## config.mk

```make
export PLATFORM = sky130hd
export DESIGN_NAME = ack_frame_rx
export DESIGN_NICKNAME = d
export VERILOG_FILES = /design/src/rtl/afr_pkg.sv /design/src/rtl/rx_framer.sv /design/src/rtl/frame_judge.sv /design/src/rtl/ack_gen.sv /design/src/rtl/ack_frame_rx.sv
export SDC_FILE = /design/constraint.sdc
export NUM_CORES = 1
export LEC_CHECK = 0
export BUFFER_PORTS_ARGS = -buffer_cell sky130_fd_sc_hd__buf_2
export CAP_MARGIN = 20
export CELL_PAD_IN_SITES_DETAIL_PLACEMENT = 2
export CELL_PAD_IN_SITES_GLOBAL_PLACEMENT = 2
export CORE_ASPECT_RATIO = 0.6
export CORE_MARGIN = 2
export CORE_UTILIZATION = 30
export CTS_BUF_LIST = sky130_fd_sc_hd__clkbuf_16
export CTS_CLUSTER_DIAMETER = 120
export DETAILED_ROUTE_END_ITERATION = 7
export PLACE_DENSITY_LB_ADDON = 0.1
export REMOVE_ABC_BUFFERS = 1
export SLEW_MARGIN = 20
export SYNTH_ARGS = -nofsm -noshare
export SYNTH_HDL_FRONTEND = slang
export SYNTH_SLANG_ARGS = --single-unit
```

## constraint.sdc

```tcl
create_clock -name clk_i -period 2.8 [get_ports clk_i]
set_clock_uncertainty 0.15 [all_clocks]
set_input_delay 0.28 -clock clk_i [delete_from_list [all_inputs] [get_ports clk_i]]
set_output_delay 0.28 -clock clk_i [all_outputs]
set_load 0.005 [all_outputs]
```

## src/rtl/afr_pkg.sv

```systemverilog
package afr_pkg;
  typedef enum logic [1:0] {
    SYM_ZERO  = 2'd0,
    SYM_ONE   = 2'd1,
    SYM_DELIM = 2'd2,
    SYM_BAD   = 2'd3
  } sym_kind_e;
endpackage

```

## src/rtl/rx_framer.sv

```systemverilog
module rx_framer
  import afr_pkg::*;
#(
  parameter int PER_W     = 16,
  parameter int FRAME_LEN = 19
) (
  input  logic                 clk_i,
  input  logic                 rst_ni,
  input  logic                 sym_vld_i,
  input  logic [1:0]           sym_kind_i,
  input  logic [PER_W-1:0]     sym_len_i,
  output logic                 close_o,
  output logic                 bad_o,
  output logic [FRAME_LEN-1:0] bits_o,
  output logic [PER_W-1:0]     per_o
);
  localparam int CNT_W = $clog2(FRAME_LEN + 2);
  localparam logic [CNT_W-1:0] FULL = CNT_W'(FRAME_LEN);
  localparam logic [CNT_W-1:0] OVER = CNT_W'(FRAME_LEN + 1);

  sym_kind_e          kind;
  logic               open_q;
  logic [CNT_W-1:0]   cnt_q;

  assign kind = sym_kind_e'(sym_kind_i);

  always_ff @(posedge clk_i or negedge rst_ni) begin
    if (!rst_ni) begin
      open_q  <= 1'b0;
      cnt_q   <= '0;
      close_o <= 1'b0;
      bad_o   <= 1'b0;
      bits_o  <= '0;
      per_o   <= '0;
    end else begin
      close_o <= 1'b0;
      bad_o   <= 1'b0;
      if (sym_vld_i) begin
        unique case (kind)
          SYM_DELIM: begin
            if (open_q && cnt_q == FULL)       close_o <= 1'b1;
            else if (open_q && cnt_q != '0)    bad_o   <= 1'b1;
            open_q <= 1'b1;
            cnt_q  <= '0;
          end
          SYM_BAD: begin
            if (open_q) bad_o <= 1'b1;
            open_q <= 1'b0;
            cnt_q  <= '0;
          end
          default: begin
            if (open_q) begin
              bits_o <= {bits_o[FRAME_LEN-2:0], sym_kind_i[0]};
              per_o  <= sym_len_i;
              if (cnt_q != OVER) cnt_q <= cnt_q + CNT_W'(1);
            end
          end
        endcase
      end
    end
  end
endmodule

```

## src/rtl/frame_judge.sv

```systemverilog
module frame_judge #(
  parameter int PAY_W = 16
) (
  input  logic               close_i,
  input  logic               bad_i,
  input  logic [PAY_W+2:0]   bits_i,
  output logic               dac_we_o,
  output logic [PAY_W-1:0]   dac_code_o,
  output logic               reg_we_o,
  output logic [PAY_W/2-1:0] reg_addr_o,
  output logic [PAY_W/2-1:0] reg_data_o,
  output logic               frame_ok_o,
  output logic               frame_err_o,
  output logic               parity_err_o
);
  localparam int HALF = PAY_W / 2;

  logic             tag;
  logic [PAY_W-1:0] pay;
  logic             hi_ok, lo_ok;

  assign tag = bits_i[PAY_W+2];
  assign pay = bits_i[PAY_W+1:2];
  // each slice plus its parity bit must hold an odd count of ones
  assign hi_ok = ^{tag, pay[PAY_W-1:HALF], bits_i[1]};
  assign lo_ok = ^{pay[HALF-1:0], bits_i[0]};

  assign frame_ok_o   = close_i & hi_ok & lo_ok;
  assign parity_err_o = close_i & ~(hi_ok & lo_ok);
  assign frame_err_o  = bad_i;
  assign dac_we_o     = frame_ok_o & ~tag;
  assign reg_we_o     = frame_ok_o & tag;
  assign dac_code_o   = pay;
  assign reg_addr_o   = pay[PAY_W-1:HALF];
  assign reg_data_o   = pay[HALF-1:0];
endmodule

```

## src/rtl/ack_gen.sv

```systemverilog
module ack_gen #(
  parameter int PER_W = 16
) (
  input  logic             clk_i,
  input  logic             rst_ni,
  input  logic             frame_ok_i,
  input  logic             ack_en_i,
  input  logic [PER_W-1:0] per_i,
  output logic             ack_n_o
);
  localparam int TW = PER_W + 1;

  logic          busy_q;
  logic [TW-1:0] cnt_q, lo_q, hi_q, end_q;
  logic [TW-1:0] per_x;

  assign per_x = {1'b0, per_i};

  always_ff @(posedge clk_i or negedge rst_ni) begin
    if (!rst_ni) begin
      busy_q <= 1'b0;
      cnt_q  <= '0;
      lo_q   <= '0;
      hi_q   <= '0;
      end_q  <= '0;
    end else if (frame_ok_i) begin
      busy_q <= ack_en_i && (per_i != '0);
      cnt_q  <= '0;
      lo_q   <= per_x >> 2;
      hi_q   <= per_x + (per_x >> 1) + (per_x >> 2);
      end_q  <= per_x << 1;
    end else if (busy_q) begin
      cnt_q <= cnt_q + TW'(1);
      if (cnt_q + TW'(1) == end_q) busy_q <= 1'b0;
    end
  end

  assign ack_n_o = ~(busy_q && cnt_q >= lo_q && cnt_q < hi_q);
endmodule

```

## src/rtl/ack_frame_rx.sv

```systemverilog
module ack_frame_rx #(
  parameter int PER_W = 16,
  parameter int PAY_W = 16
) (
  input  logic               clk_i,
  input  logic               rst_ni,
  input  logic               sym_vld_i,
  input  logic [1:0]         sym_kind_i,
  input  logic [PER_W-1:0]   sym_len_i,
  input  logic               ack_en_i,
  output logic               dac_we_o,
  output logic [PAY_W-1:0]   dac_code_o,
  output logic               reg_we_o,
  output logic [PAY_W/2-1:0] reg_addr_o,
  output logic [PAY_W/2-1:0] reg_data_o,
  output logic               frame_ok_o,
  output logic               frame_err_o,
  output logic               parity_err_o,
  output logic               ack_n_o
);
  localparam int FRAME_LEN = PAY_W + 3;

  logic                 close, bad;
  logic [FRAME_LEN-1:0] bits;
  logic [PER_W-1:0]     per;

  rx_framer #(.PER_W(PER_W), .FRAME_LEN(FRAME_LEN)) u_framer (
    .clk_i      (clk_i),
    .rst_ni     (rst_ni),
    .sym_vld_i  (sym_vld_i),
    .sym_kind_i (sym_kind_i),
    .sym_len_i  (sym_len_i),
    .close_o    (close),
    .bad_o      (bad),
    .bits_o     (bits),
    .per_o      (per)
  );

  frame_judge #(.PAY_W(PAY_W)) u_judge (
    .close_i      (close),
    .bad_i        (bad),
    .bits_i       (bits),
    .dac_we_o     (dac_we_o),
    .dac_code_o   (dac_code_o),
    .reg_we_o     (reg_we_o),
    .reg_addr_o   (reg_addr_o),
    .reg_data_o   (reg_data_o),
    .frame_ok_o   (frame_ok_o),
    .frame_err_o  (frame_err_o),
    .parity_err_o (parity_err_o)
  );

  ack_gen #(.PER_W(PER_W)) u_ack (
    .clk_i      (clk_i),
    .rst_ni     (rst_ni),
    .frame_ok_i (frame_ok_o),
    .ack_en_i   (ack_en_i),
    .per_i      (per),
    .ack_n_o    (ack_n_o)
  );
endmodule

```

Word-level counts from Yosys, hierarchy flattened. Index checks and enable logic that the tools add are counted.

Multipliers: 0. Order comparisons: 2. Div/mod/pow operators: 0. Muxes and demuxes: 17. Bitwise gates (word level): 10. Reduce and logical (&&, ||, !) cells: 17. Shift operators: 0. Equality and inequality tests: 5. Add/sub/neg operators: 4.

Operator list (count): $mux 17 (2); $add 16x15->17 (1); $add 17x1->17 const B (1); $add 17x14->17 (1); $eq 17x17->1 (1); $ge 17x14->1 (1); $lt 17x17->1 (1); $reduce_bool 16->1 (1); $mux 5 (3); $mux 1 (10); $reduce_xor 10->1 (1); $reduce_xor 9->1 (1); $reduce_bool 2->1 (4); $and 1x1->1 (6); $reduce_and 3->1 (2); $add 5x1->5 const B (1); $eq 5x5->1 const B (1); $logic_and 1x1->1 (5); $ne 5x5->1 const B (1); $reduce_bool 5->1 (1); $eq 2x2->1 const B (2); $not 1->1 (4); $pmux 1 s2 (2); $reduce_and 2->1 (1); $reduce_or 2->1 (1).

Memory bits (writable): 0. Word-level logic and storage cells: 66. Memories: 0. ROM bits: 0. Bits in registers: 108. Bits in latches: 0. Output and inout bits: 38. Bits of input ports: 22.

Depth between registers and ports, before layout. Gate-level depths: netlist of the first run.

Depth after elaboration: 6. Gate-level depth with buffers: 13. Mapped depth without buffers: 13.

Cells and area by module. Synthesis of the first run repeated with hierarchy kept, for this count alone.

Cells, all modules: 645. Area total of the unflattened synthesis: 6730.2 um^2.

By module, submodules not included: ack_gen (cells an instance 473, area an instance 4396.7 um^2, times used 1); rx_framer (cells an instance 119, area an instance 1871.8 um^2, times used 1); frame_judge (cells an instance 53, area an instance 461.7 um^2, times used 1).

Least setup slack after synthesis of the first run. OpenSTA, ideal clock, no wires.

Kind: flip-flop to flip-flop. From: reg u_framer.per_o[3]. To: reg u_ack.hi_q[15]. Data required time: 2.515 ns. Setup slack: -0.179 ns. Buffers on the path: 0. Arrival time: 2.693 ns. Cell stages (with the launch flop): 12. Period minus slack after synthesis: 2.979 ns. Cell sequence: dfrtp_1 > fa_1 > ha_1 > inv_1 > fa_1 > nor2b_1 > o21ai_1 > a2111oi_0 > a2111oi_2 > o21ai_1 > xnor2_1 > o21ai_0.

Cells in the longest elaborated chain, start to end: 2.

Ends and longest elaborated chain: start: declaration (RTL line rx_framer.sv:15) `output logic [PER_W-1:0] per_o`; start signal: assignment (RTL line rx_framer.sv:54) `per_o <= sym_len_i;`; $add 16x15->17 (RTL line ack_gen.sv:30) `hi_q <= per_x + (per_x >> 1) + (per_x >> 2);`; $add 17x14->17 * (RTL line ack_gen.sv:30); end signal: assignment (RTL line ack_gen.sv:30); end: declaration (RTL line ack_gen.sv:14) `logic [TW-1:0] cnt_q, lo_q, hi_q, end_q;`.

Every way passes the cells marked *; elsewhere a longest branch is shown, timed or not. A chain may end at the register's enable or synchronous reset.

Final worst setup path of the first run.
From: reg u_framer.per_o[1]. To: reg u_ack.hi_q[13].

Cells in the longest elaborated chain, start to end: 2.

Ends and longest elaborated chain (RTL line): $add 16x15->17 (ack_gen.sv:30); $add 17x14->17 (ack_gen.sv:30).

Every way passes these cells.

==> flow_summary.ini, run 1 <==
[clocking]
cts_tree = yes
cts.clk_slew.worst_paths_ps = 80
numCtsBuffers = 9
root_buffer = clkbuf_16
cts.htree.levels = 3
cts_sinks = 94
clockBufferDepth = 2
clk_latency_ps = 360

[synth]
syn_inst = 662
synthAdderAreaFrac = 0.158
synth_area_mm2 = 0.00655
synth.distinct_cells = 60
synthMuxAreaShare = 0.0652
yosysSeqAreaShare = 0.359
synth.avg_cell_area_um2 = 9.89
synth_compound_area_frac = 0.115
synth_top_family_by_area = adder cells
synth-async-reset-ratio = 1.00
synth-simple-area-share = 0.120
synth-xor-area-share = 0.0885
ys_warn_count = 0
synth-seq-cells = 94
synth_flop_cell = dfrtp_1
synth_edf_count = 0

[status]
violations = setup timing
status = finished, violations left

[critical_path]
crit_fanout = 3
worstPathRequired_ps = 2890
r2r_slack_ps = -310
critPathLaunch = u_framer.per_o[1]
timing.rr.end = u_ack.hi_q[13]
rr_worst_depth = 14
worst-setup-path-type = register to register
cp-start-kind = register
arrival_ps = 3190
cp-end-kind = register
reg2reg_from = u_framer.per_o[1]

[timing]
tightest_slew_ps = 513
setup_viol = 8
fin_crit_ps = 3110
slew_headroom = 0.658
fmax_ghz = 0.322
drv_slew = 0
rsz0062_at_grt = true
timing.final.hold_violations = 0
worst_slack_ps = -305
period_share = 1.11

[flow_run]
cap_violations = 0

[floorplanning]
design.portCount = 60
core_area_mm2 = 0.0212
die-area_mm2 = 0.0231
die-width_um = 195
rows = 41
dieHeight_um = 118
start_util = 0.309

[worst_hold_path]
holdPathEnd = u_framer.per_o[3]
hold_depth = 2
hold_start = sym_len_i[3]
holdCritPathClass = input pin to register

[detailed_routing]
postRouteAntennaNets = 0
routed-via-count = 5070
drc = 0
viasPerCell = 4.87
drt-pass1-iter-count = 4
drt-total-wl_mm = 19.9
initialDrtViolationCount = 195
routedWlPerCell_um = 19.1

[final_layout]
n_antenna_cell = 0
regArea_mm2 = 0.00237
drive_gt1_frac = 0.324
layout.nets = 853
multi_input_area_mm2 = 0.00387
area_growth_pct = 23.8
fin_util = 0.382
nFillCells = 2277

[pwr]
powerDensity_mw_per_mm2 = 1050
p_total_w = 0.00852
ir_drop_uv = 486
p_leak_nw = 3.79

[grt]
antenna_found_initial = 0
grt_max_degree = 40
grt-ovfl-total = 0
grt_use_total = 0.183
first_global_vias = 5630
grt_pass1_wl_mm = 32.7

[placement]
hpwl_mm = 14.9
finalWeightedCongestion = 0.793
io_buffers = 59
-- per-stage QoR --
step,std cells,setup slack [ps],setup TNS (ps),hold WS [ps],area [µm²]
detailed placement,999,-492,-2370,84.2,7240
global placement,999,-365,-1490,79.3,7240
finish,1042,-305,-1210,1.60,8100
global route,1042,-413,-2270,8.01,8100
floorplan,609,-182,-547,-166,6170
CTS,1035,-191,-755,1.47,7910
-- area by class of cell --
type | instances | share of cell area
timing repair buffer | 138 | 0.118
tap | 279 | 0.0431
clock buffer | 9 | 0.0278
clock inverter | 7 | 0.0110
multi-input combinational | 452 | 0.477
inverter | 63 | 0.0295
sequential | 94 | 0.293
-- layer usage --
| metal | GRT usage | wire (µm) | vias to the layer above | part of all wire |
|---|---|---|---|---|
| met5 | 0 | 0 | - | 0 |
| met4 | 0.0293 | 207 | 0 | 0.010 |
| met3 | 0.0308 | 401 | 16 | 0.020 |
| met2 | 0.278 | 8580 | 50 | 0.43 |
| met1 | 0.274 | 10700 | 2578 | 0.54 |
| li1 | - | - | 2426 | - |
-- power by group --
group          internal (W)  switching (W)
logic               0.00260        0.00268
registers           0.00156       0.000331
clock network      0.000778       0.000573
-- synth_stat cells, drive strengths merged (2+ instances only) --
library cell   n  share of area
dfrtp         94           0.36
inv           63          0.036
ha            57           0.11
nand2         57          0.034
o21ai         49          0.037
buf           47          0.054
mux2          37          0.064
xnor2         36          0.048
nor2          32          0.018
xor2          25          0.033
a21oi         20          0.015
nand4         19          0.018
a21o          16          0.018
fa            16          0.049
nand3         12         0.0092
and4           6         0.0088
clkbuf         6         0.0034
nor3           6         0.0046
nand2b         5         0.0048
nor2b          5         0.0048
o22ai          5         0.0048
a41oi          4         0.0054
and3           4         0.0040
o21a           4         0.0046
a211oi         3         0.0034
nor3b          3         0.0034
a2111o         2         0.0034
a2111oi        2         0.0036
a21boi         2         0.0023
a31oi          2         0.0019
o211ai         2         0.0023
o21bai         2         0.0023
o31ai          2         0.0023
o41ai          2         0.0038
xnor3          2         0.0069
-- state kept, by name, summed over array words and instances, names as in the netlist --
signal	flops
u_ack.lo_q	14
u_framer.per_o	16
u_framer.close_o	1
u_ack.hi_q	17
u_ack.busy_q	1
u_framer.bits_o	19
u_framer.open_q	1
u_ack.cnt_q	17
u_framer.cnt_q	5
u_ack.end_q	2
u_framer.bad_o	1
-- placed cells by master (no fill, tap or decap), drive strengths merged, types with 9 or more instances in the layout --
master         n
nand4         19
xor2          25
mux2          37
nand2         57
a21oi         20
dlygate4sd3   10
buf          128
clkbuf         9
ha            57
dfrtp         94
nand3         12
nor2          32
a21o          16
fa            16
xnor2         36
o21ai         49
inv           63
-- worst max-delay path: stages, from the launching register on --
cell and delay [ps]:
dfrtp_1 420, inv_2 70, fa_1 410, inv_1 110, ha_2 200, inv_2 40, fa_2 360, nor2b_2 130
o21ai_2 90, a2111oi_4 370, buf_4 180, a2111oi_4 40, o21bai_1 190, xnor2_1 140, o21ai_1 90
-- worst max path at each step --
| stage | end | slack (ps) | depth (start not counted) |
|---|---|---|---|
| finish | u_ack.hi_q[13] | -310 | 14 |
| global placement | u_ack.hi_q[15] | -360 | 12 |
| floorplan | u_ack.hi_q[13] | -180 | 11 |
| detailed placement | u_ack.hi_q[15] | -490 | 14 |
| CTS | u_ack.hi_q[13] | -190 | 12 |
| global route | u_ack.hi_q[13] | -410 | 14 |
-- timing repair --
item	4_1_cts	5_1_grt
buffers inserted	10	8
setup endpoints to repair	9	12
hold buffers	10	0
resized for setup	46	33
hold endpoints to repair	36	0
pin swaps	32	21
-- cell families after synthesis --
kind of cell	after synthesis
flops	94
buf+inv	116
simple gates	158
mux	38
compound gates	120
xor+xnor	63
fa+ha+maj	73
(Power assumes the default switching activity.)
==> run 2: changes to the inputs <==
Settings changed: BUFFER_PORTS_ARGS -buffer_cell sky130_fd_sc_hd__buf_2 to -buffer_cell sky130_fd_sc_hd__buf_4.
==> run 2 against run 1 <==
  * The run still ends with setup timing left
  * Sequential power barely moved
  * Hold slack better by 20 ps
  * First-iteration DRC count fell by 6.2%
  * Clock power shrank 8%
  * Sequential share of layout area is 0.35 points lower
  * Combinational power fell by 6.8%
  * Critical path depth fell by 2
  * Count of clock-buffer cells in the layout did not move
==> flow_summary.ini, run 2 (synthesized netlist as in run 1, its figures left out) <==
[final_layout]
largest_registers = u_framer.bits_o (19), u_ack.cnt_q (17), u_ack.hi_q (17)
largest_reg_flops = 19
nFillCells = 2273
top_register = u_framer.bits_o
area_growth_pct = 24.8
mostFrequentLayoutCell = buf_4
final_area_mm2 = 0.00817
regArea_mm2 = 0.00236
fin_util = 0.386
drive_gt1_frac = 0.300
layout.nets = 857
n_antenna_cell = 0
multi_input_area_mm2 = 0.00380
layout_common_cells = 120 x buf_4, 84 x dfrtp_1, 59 x inv_1

[pwr]
power_frac_comb = 0.610
p_leak_nw = 3.82
powerDensity_mw_per_mm2 = 986
p_sw_frac = 0.416
p_seq_frac = 0.236
power_frac_clock = 0.154
power.switching_w = 0.00335
intPower_w = 0.00470
ir_drop_uv = 435

[timing]
setup_tns_ps = -1020
worst_slack_ps = -212
period_share = 1.08
timing.final.hold_violations = 0
drv_slew = 0
setup_viol = 8
slew_headroom = 0.542
tightest_slew_ps = 687
fin_crit_ps = 3010
fmax_ghz = 0.332
rsz0062_at_grt = true

[critical_path]
cp-start-kind = register
crit_fanout = 4
worst-setup-path-type = register to register
arrival_ps = 3110
crit_chain = fa_1 > ha_2 > inv_2 > fa_2 > nor2b_4 > o21ai_2 > a2111oi_2 > buf_4 > a2111oi_4 > o21bai_1 > xnor2_1 > o21ai_1
cpPeakStageDelay_ps = 560
crit_slowest_cell = fa_1
worstPathRequired_ps = 2900
cp-end-kind = register

[detailed_routing]
drt-pass1-iter-count = 4
met3_length_um = 549
routedWlPerCell_um = 18.9
routed.top_layer = met4
wl_met2_mm = 8.37
drc = 0
viasPerCell = 4.84
initialDrtViolationCount = 183
routed-via-count = 5043
postRouteAntennaNets = 0
wl_met1_mm = 10.6
drt-total-wl_mm = 19.7

[status]
violations = setup timing
status = finished, violations left

[floorplanning]
die-area_mm2 = 0.0231
core_area_mm2 = 0.0212
die-width_um = 195
design.portCount = 60
rows = 41
dieHeight_um = 118
start_util = 0.309

[worst_hold_path]
holdCritPathClass = input pin to register

[grt]
first_global_vias = 5564
grt_max_degree = 50
antenna_found_initial = 0
grt_use_total = 0.183
grt-ovfl-total = 0
grt_pass1_wl_mm = 32.4

[placement]
placed_area_mm2 = 0.00741
hpwl_mm = 14.8
finalWeightedCongestion = 0.807
io_buffers = 59

[clocking]
cts.clk_slew.worst_paths_ps = 70
numCtsBuffers = 9
clockBufferDepth = 2
cts.htree.levels = 3
root_buffer = clkbuf_16
cts_tree = yes
clk_latency_ps = 360
cts_sinks = 94

[flow_run]
cap_violations = 0
## run 2: cell types whose count changed in the layout (fill, tap and decap cells not counted), sizes merged
| cell | delta |
|---|---|
| clkinv | -1 |
| buf | -3 |
| dlygate4sd3 | +7 |
| inv | -1 |
| bufinv | -1 |
## run 2: cell type report
type                       instances  area share
sequential                        94       0.289
clock buffer                       9      0.0276
clock inverter                     4     0.00628
timing repair buffer             142       0.140
inverter                          63      0.0291
multi-input combinational        452       0.465
tap                              279      0.0427
## run 2: metrics by stage
step	hold WS, ps	setup WS (ps)	cells	power, W
floorplan	-166	-182	609	0.00429
global placement	210	-374	1003	0.00584
detailed placement	216	-508	1003	0.00604
CTS	2.41	-167	1039	0.00797
global route	15.5	-351	1043	0.00874
finish	22.0	-212	1043	0.00805
## run 2: what timing repair did
action                     4_1_cts  5_1_grt
pin swaps                       21       11
resized for setup               38       19
setup endpoints to repair       11       11
hold buffers                    17        0
setup buffers                    6        4
hold endpoints to repair        67        0
## run 2: metal layers
| layer | global-route usage | vias to the layer above |
|---|---|---|
| met5 | 0 | - |
| met4 | 0.0409 | 0 |
| met3 | 0.0334 | 8 |
| met2 | 0.266 | 48 |
| met1 | 0.280 | 2569 |
| li1 | - | 2418 |
## run 2: critical path: cells and delay by family (launching register included)
kind                       cells  cell delay, ps
adders and majority gates      3            1120
and+or+nand+nor                1             130
xor gates and xnor gates       1             140
AOI/OAI and AO/OA              5             690
buffers and inverters          2             220
DFF                            1             450
## run 2: worst paths after layout
| kind | to | start | slack (ps) | depth (start not counted) |
|---|---|---|---|---|
| min reg2reg | u_ack.hi_q[3] | u_ack.hi_q[3] | 340 | 2 |
| min in group asynchronous | u_framer.per_o[6] | rst_ni | 350 | 2 |
| max in group asynchronous | u_ack.cnt_q[6] | rst_ni | 1410 | 3 |
| max reg2reg | u_ack.hi_q[13] | u_framer.per_o[2] | -210 | 12 |
| max | u_ack.hi_q[13] | u_framer.per_o[2] | -210 | 12 |
| min | u_framer.per_o[15] | sym_len_i[15] | 20 | 2 |
## run 2: power groups by stage
stage	clock network, W	logic, W	registers [W]
finish	0.00124	0.00492	0.00190
global route	0.00134	0.00546	0.00194
CTS	0.00130	0.00478	0.00189
detailed placement	0	0.00413	0.00191
global placement	0	0.00394	0.00190
floorplan	0	0.00242	0.00188
